## src/rtl/pacc_pkg.sv

```systemverilog
package pacc_pkg;

    // Timer counter clock source; encoding is decoded by pacc_clksel
    typedef enum logic [1:0] {
        TSRC_PRESC    = 2'b00,
        TSRC_ACC      = 2'b01,
        TSRC_ACC_LO   = 2'b10,
        TSRC_ACC_WRAP = 2'b11
    } tsrc_e;

    // Synchronised pin events
    typedef struct packed {
        logic level;
        logic rise;
        logic fall;
    } pin_evt_t;

endpackage

```

## src/rtl/pacc_sync.sv

```systemverilog
module pacc_sync #(
    parameter int unsigned STAGES = 2
) (
    input  logic               clk,
    input  logic               rst_n,
    input  logic               pin_i,
    output pacc_pkg::pin_evt_t evt_o
);
    localparam int unsigned TOP = STAGES - 1;

    typedef struct packed {
        logic [STAGES-1:0] sh;
        logic              prev;
    } state_t;

    state_t q, d;

    generate
        if (STAGES > 1) begin : g_multi
            always_comb begin
                d      = q;
                d.sh   = {q.sh[STAGES-2:0], pin_i};
                d.prev = q.sh[TOP];
            end
        end else begin : g_single
            always_comb begin
                d      = q;
                d.sh   = pin_i;
                d.prev = q.sh[TOP];
            end
        end
    endgenerate

    always_ff @(posedge clk or negedge rst_n) begin
        if (!rst_n) q <= '0;
        else        q <= d;
    end

    always_comb begin
        evt_o.level = q.sh[TOP];
        evt_o.rise  = q.sh[TOP] & ~q.prev;
        evt_o.fall  = ~q.sh[TOP] & q.prev;
    end

endmodule

```

## src/rtl/pacc_core.sv

```systemverilog
module pacc_core #(
    parameter int unsigned CNT_W = 16,
    parameter int unsigned LO_W  = 8
) (
    input  logic               clk,
    input  logic               rst_n,
    input  logic               en_i,
    input  logic               gated_i,
    input  logic               pol_i,
    input  pacc_pkg::pin_evt_t evt_i,
    input  logic               div64_i,
    input  logic               clr_inp_i,
    input  logic               clr_ovf_i,
    output logic [CNT_W-1:0]   cnt_o,
    output logic               inp_o,
    output logic               ovf_o,
    output logic               tick_o,
    output logic               lo_carry_o,
    output logic               wrap_o
);
    localparam int unsigned PAD_W = CNT_W - 1;

    typedef struct packed {
        logic [CNT_W-1:0] cnt;
        logic             inp;
        logic             ovf;
    } state_t;

    state_t q, d;
    logic   edge_sel, gate_on, tick, wrap;

    always_comb begin
        // Same edge is counted in edge mode and ends the gate in gated mode
        edge_sel = pol_i ? evt_i.rise : evt_i.fall;
        gate_on  = pol_i ? ~evt_i.level : evt_i.level;
        tick     = en_i & (gated_i ? (gate_on & div64_i) : edge_sel);
        wrap     = tick & (&q.cnt);

        d     = q;
        d.cnt = q.cnt + {{PAD_W{1'b0}}, tick};
        d.inp = (en_i & edge_sel) | (q.inp & ~clr_inp_i);
        d.ovf = wrap | (q.ovf & ~clr_ovf_i);
    end

    always_ff @(posedge clk or negedge rst_n) begin
        if (!rst_n) q <= '0;
        else        q <= d;
    end

    assign cnt_o      = q.cnt;
    assign inp_o      = q.inp;
    assign ovf_o      = q.ovf;
    assign tick_o     = tick;
    assign lo_carry_o = tick & (&q.cnt[LO_W-1:0]);
    assign wrap_o     = wrap;

endmodule

```

## src/rtl/pacc_clksel.sv

```systemverilog
module pacc_clksel (
    input  logic       clk,
    input  logic       rst_n,
    input  logic       en_i,
    input  logic [1:0] sel_i,
    input  logic       presc_i,
    input  logic       acc_tick_i,
    input  logic       lo_carry_i,
    input  logic       wrap_i,
    output logic       tick_o
);
    import pacc_pkg::*;

    typedef struct packed {
        logic tick;
    } state_t;

    state_t q, d;
    tsrc_e  src;

    always_comb begin
        src = en_i ? tsrc_e'(sel_i) : TSRC_PRESC;
        d   = q;
        unique case (src)
            TSRC_PRESC:    d.tick = presc_i;
            TSRC_ACC:      d.tick = acc_tick_i;
            TSRC_ACC_LO:   d.tick = lo_carry_i;
            TSRC_ACC_WRAP: d.tick = wrap_i;
            default:       d.tick = presc_i;
        endcase
    end

    always_ff @(posedge clk or negedge rst_n) begin
        if (!rst_n) q <= '0;
        else        q <= d;
    end

    assign tick_o = q.tick;

endmodule

```

## src/rtl/pacc_unit.sv

```systemverilog
module pacc_unit #(
    parameter int unsigned CNT_W       = 16,
    parameter int unsigned LO_W        = 8,
    parameter int unsigned SYNC_STAGES = 2
) (
    input  logic             clk,
    input  logic             rst_n,
    input  logic             pin_i,
    input  logic             timer_en_i,
    input  logic             presc_tick_i,
    input  logic             div64_tick_i,
    input  logic             acc_en_i,
    input  logic             gated_mode_i,
    input  logic             polarity_i,
    input  logic [1:0]       clk_sel_i,
    input  logic             ovf_ie_i,
    input  logic             inp_ie_i,
    input  logic             clr_inp_i,
    input  logic             clr_ovf_i,
    output logic [CNT_W-1:0] count_o,
    output logic             inp_flag_o,
    output logic             ovf_flag_o,
    output logic             irq_o,
    output logic             tcnt_tick_o
);
    pacc_pkg::pin_evt_t evt;
    logic acc_tick, lo_carry, wrap, div64_live;

    // The divide-by-64 tick only exists while the timer runs
    assign div64_live = div64_tick_i & timer_en_i;

    pacc_sync #(.STAGES(SYNC_STAGES)) i_sync (
        .clk   (clk),
        .rst_n (rst_n),
        .pin_i (pin_i),
        .evt_o (evt)
    );

    pacc_core #(.CNT_W(CNT_W), .LO_W(LO_W)) i_core (
        .clk        (clk),
        .rst_n      (rst_n),
        .en_i       (acc_en_i),
        .gated_i    (gated_mode_i),
        .pol_i      (polarity_i),
        .evt_i      (evt),
        .div64_i    (div64_live),
        .clr_inp_i  (clr_inp_i),
        .clr_ovf_i  (clr_ovf_i),
        .cnt_o      (count_o),
        .inp_o      (inp_flag_o),
        .ovf_o      (ovf_flag_o),
        .tick_o     (acc_tick),
        .lo_carry_o (lo_carry),
        .wrap_o     (wrap)
    );

    pacc_clksel i_clksel (
        .clk        (clk),
        .rst_n      (rst_n),
        .en_i       (acc_en_i),
        .sel_i      (clk_sel_i),
        .presc_i    (presc_tick_i),
        .acc_tick_i (acc_tick),
        .lo_carry_i (lo_carry),
        .wrap_i     (wrap),
        .tick_o     (tcnt_tick_o)
    );

    assign irq_o = (ovf_ie_i & ovf_flag_o) | (inp_ie_i & inp_flag_o);

endmodule

```

## config.mk

```make
export PLATFORM = sky130hd
export DESIGN_NAME = pacc_unit
export DESIGN_NICKNAME = d
export VERILOG_FILES = /design/src/rtl/pacc_pkg.sv /design/src/rtl/pacc_sync.sv /design/src/rtl/pacc_core.sv /design/src/rtl/pacc_clksel.sv /design/src/rtl/pacc_unit.sv
export SDC_FILE = /design/constraint.sdc
export NUM_CORES = 1
export LEC_CHECK = 0
export BUFFER_PORTS_ARGS = -buffer_cell sky130_fd_sc_hd__buf_2
export CAP_MARGIN = 30
export CORE_MARGIN = 1
export CORE_UTILIZATION = 45
export DETAILED_ROUTE_END_ITERATION = 10
export GPL_ROUTABILITY_DRIVEN = 0
export GPL_TIMING_DRIVEN = 0
export PLACE_DENSITY = 0.73
export SYNTH_ARGS = -nofsm -noshare
export SYNTH_HDL_FRONTEND = slang
export SYNTH_SLANG_ARGS = --single-unit
```

## constraint.sdc

```tcl
create_clock -name clk -period 4.38 [get_ports clk]
set_input_delay 0.219 -clock clk [delete_from_list [all_inputs] [get_ports clk]]
set_output_delay 0.219 -clock clk [all_outputs]
set_load 0.1 [all_outputs]
```

Word level (Yosys, flattened, before mapping)
Cells that the tools add are included.
Widths: inputs -> output; s select.

storage, ports and cells
  register bits = 22
  input bits = 15
  output and inout port bits = 20
  logic and storage cells = 37

cells by class
  $add $sub $neg = 1
  eq/ne operators = 3
  mux-type cells = 5
  bitwise operators = 19
  reduce and logical (&&, ||, !) cells = 3

operators with widths
  cell                number
  $add 16x1->16       1
  $reduce_and 16->1   1
  $and 1x1->1         12
  $reduce_and 8->1    1
  $eq 2x2->1 const B  2
  $not 1->1           4
  $pmux 1 s4          1
  $mux 1              3
  $or 1x1->1          3
  $eq 2x1->1 const B  1
  $logic_not 2->1     1
  $mux 2              1

Longest topological paths before layout
  depth after elaboration = 7
  mapped depth = 9
  depth with buffers taken out = 9

By module
A second synthesis with hierarchy kept.

unflattened totals
  cells, all modules = 92
  area total of the unflattened synthesis = 1063.5 um2

modules (own cells, without submodules)
  module       instances  cells an instance  area each (um2)  seq. area each (um2)
  pacc_core    1          77                 874.6            450.4
  pacc_sync    1          6                  97.6             75.1
  pacc_clksel  1          7                  76.3             25.0
  pacc_unit    1          2                  15.0             0.0

Worst setup path before layout
OpenSTA, ideal clock, no wires.

  path kind = register -> register
  start point = register i_core.q (netlist bit i_core.cnt_o[0])
  end point = register i_core.q (netlist bit i_core.cnt_o[14])
  arrival time = 2.132 ns
  slack = 2.089 ns
  cell stages (with the launch flop) = 7
  path buffers = 0
  cells stage by stage = dfrtp_1 ha_1 ha_1 nand3_1 nor3_1 nand4_1 xnor2_1

RTL lines
  what                      RTL line         text
  start: declaration        pacc_core.sv:29  state_t q, d;
  start signal: assignment  pacc_core.sv:46  if (!rst_n) q <= '0;
  start signal: assignment  pacc_core.sv:47  else q <= d;

==> impl_results.md <==
- Largest area contributor in the netlist: dfrtp_1
- Initial core utilization: 0.489
- Fin cells: around 150
- Mapped Area: 978 sq um
- DR vias: roughly 770
- Total power: between 500 and 600 uW
- Max-Slew Margin vs Limit: 0.677
- Cts hold-fix bufs: 1
- CTS Buf Count: 3
- Worst-Margin Slew: 488 ps
- Post-synth top cells: 22 x dfrtp_1, 10 x xnor2_1, 6 x nand3_1, 6 x nor2_1
- DP Wirelength: 1.36 mm
- Met2 usage: 0.299
- Most common cell on crit path: ha_1
- Final worst-path cycle share: 0.520
- Max-cap viol count: 0
- Initial antenna violation count: 0
- Synth top area share: 0.563
- Drt pass-1 iters: 4
- Unique masters post-synth: 25
- Clock root buffer master: clkbuf_4
- FF-to-FF Start: i_sync.q[0]
- Pin count of the biggest net entering global routing: 23
- Worst setup margin: 2100 ps
- # clock sinks: 22
- Iter 0 DRT Violations: 17
- HP Start: pin_i
- Clk_skew: 4.25 ps
- Critical Path RT: about 4600 ps
- Seq/Total Area, Yosys: 0.563
- Clock Path Buffers: 2
- WP depth: 9
- Critical path class: reg2reg
- FP Rows: 16
- CTS tree: built
- CP max stage delay: 380 ps
- Worst reg-to-reg path cell count: 9
- Yosys warning count: 0
- Clock slew at reported path FFs: around 110 ps
- Worst skew pair latency: 290 ps
- First-pass GRT wire length: 3.05 mm
- Synth top area cells: dfrtp_1 56%, xnor2_1 9.0%, xor2_1 3.6%
- Share of cells above drive strength 1: 0.336
- TNS Setup: 0 ps
- Hold EP: i_sync.d[2]
- Die height: slightly below 50 microns
- Met1 usage in global routing: 0.193
- GRT met3 Usage: 0.0597
- Nets@finish: 141
- Sequential Area: 551 sq um
- Final Setup Violations: 0
- Worst Setup End Kind: flip-flop
- Buf+Inv Stages, Crit Path: 0
- Cell Area, Placed: 1180 sq um
- Post-synth ARST share: 1.00
- IO Port Bufs: 34
- WL per Instance: 11.4 microns
- Die area: between 2000 and 2500 sq um
- FMAX: 439 MHz
- Post-placement cell count: 145
- Placement Setup Slack: 2110 ps
- Leak Pwr: roughly 0.00063 uW
- Status: complete, no violations
- Layout area overhead: 24.2%
- Hold/Removal Path Class: in2reg
- Worst path slowest cell: dfrtp_1
- Seq cells post-synth: 22
- Busiest grt layer: met2
- PD cells: between 400 and 500 nW/um^2
- Ys flop type: dfrtp_1
- Post-route ant nets: 0
- Top-count cell post-synth: dfrtp_1
- Design Area, Final: 1210 sq um
- IO Pins: 35
- WP data arrival: 2460 ps
- Number of flops mapped to enable cells by yosys: 0
- Critical R2R Capture: i_core.cnt_o[14]
- Max Slew Vio Count: 0
- Synth Area per Inst: ~12 sq um
- Multi-input logic area: between 400 and 500 sq um
- Global route overflow: 0
- Routed vias/inst: 5.19
- DRC violations left: 0
- Fillers: 175
- Syn Nets: ~100
- Peak supply drop: 0.000517 V
- Chip width: between 40 and 50 microns
- Critical path startpoint category: flip-flop
- All-Layer GR Usage: 0.169
- Fin crit period: 2280 ps
- Family with the most delay on the worst path: simple AND/OR/NAND/NOR gates
- Final hold viol count: 0
- Inserted Diodes: 0
- RSZ-0062 raised after global routing: no
- Core area: approximately 2000 sq um
- Routed wire length: 1.70 mm
- Vias in the first global route: 776
- H-tree levels: 1
- Synth Instances: 84
- Flop2flop setup slack: 2100 ps
- Hold Path Depth: 1
- Worst Path Max Fanout: 4
- Post_cts resized: 0
- Crit-path cells: nand2b_1 > o221ai_1 > o311a_1 > ha_1 > ha_1 > nand3_1 > nor3_1 > nand4_1 > xnor2_1
- Post-CTS repair timing setup buffer count: 0
-- per-stage QoR --
step	utilization	hold slack, ps
after global routing	0.607	5.60
after CTS	0.607	22.1
after floorplan	-	-76.6
after global placement	0.591	206
final	0.607	28.0
after detailed placement	0.591	199
-- layer usage --
layer / part of all wire / routed length, microns / up-vias
met5: 0 / 0 / -
met4: 0.0088 / 15 / 0
met3: 0.050 / 85 / 2
met2: 0.49 / 837 / 17
met1: 0.45 / 760 / 380
li1: - / - / 375
-- sequential cells by signal (all words and copies together), names as in the netlist --
register	count
i_core.cnt_o	16
i_clksel.tick_o	1
i_core.inp_o	1
i_core.ovf_o	1
i_sync.d	1
i_sync.evt_o	1
i_sync.q	1
-- worst max path at each step --
stage / startpoint / endpoint / slack (ps)
final: i_sync.q[0] / i_core.cnt_o[14] / 2100
after detailed placement: i_sync.q[0] / i_core.cnt_o[14] / 2110
after floorplan: i_core.cnt_o[0] / i_core.cnt_o[14] / 2090
after CTS: i_sync.q[0] / i_core.cnt_o[14] / 2100
after global routing: i_sync.q[0] / i_core.cnt_o[14] / 1920
after global placement: i_sync.q[0] / i_core.cnt_o[14] / 2170
-- final cells by class --
cell class,instances,share of cell area
well taps,27,0.0278
multi-input cells,57,0.337
flip-flops and latches,22,0.453
clock buffers,3,0.0185
repair buffers,35,0.148
inverters,5,0.0154
-- logic make-up after synthesis --
group | after synthesis | share of synthesized area
AOI/OAI and AO/OA | 8 | 0.0729
and+or+nand+nor | 32 | 0.184
adders and majority gates | 2 | 0.0256
DFF | 22 | 0.563
buffers and inverters | 5 | 0.0192
muxes | 1 | 0.0102
xor gates and xnor gates | 14 | 0.125
-- power breakdown --
group          internal, uW  switching, uW
combinational          37.6            203
clock                  32.0           51.7
sequential              227           33.0
total                   297            288
-- layout by cell type (no fill, tap or decap) --
cell type,synthesis,layout
buf_2,0,34
inv_1,5,5
mux2i_1,1,1
nand2_1,4,4
clkbuf_4,0,3
and4_1,1,1
a32o_1,1,1
nor2_2,1,1
o21ai_0,1,1
nand4_1,5,5
o311a_1,1,1
dfrtp_1,22,22
xor2_1,4,4
nor3_1,3,3
ha_1,2,2
nand3_1,6,6
nand2b_1,2,2
o32a_1,1,1
xnor2_1,10,10
or3b_2,1,1
nand4_2,1,1
nor2_1,6,6
or3_4,1,1
and2_1,1,1
o211a_1,1,1
dlygate4sd3_1,0,1
a22o_1,2,2
o221ai_1,1,1
Power figures use the tool's default switching activity.
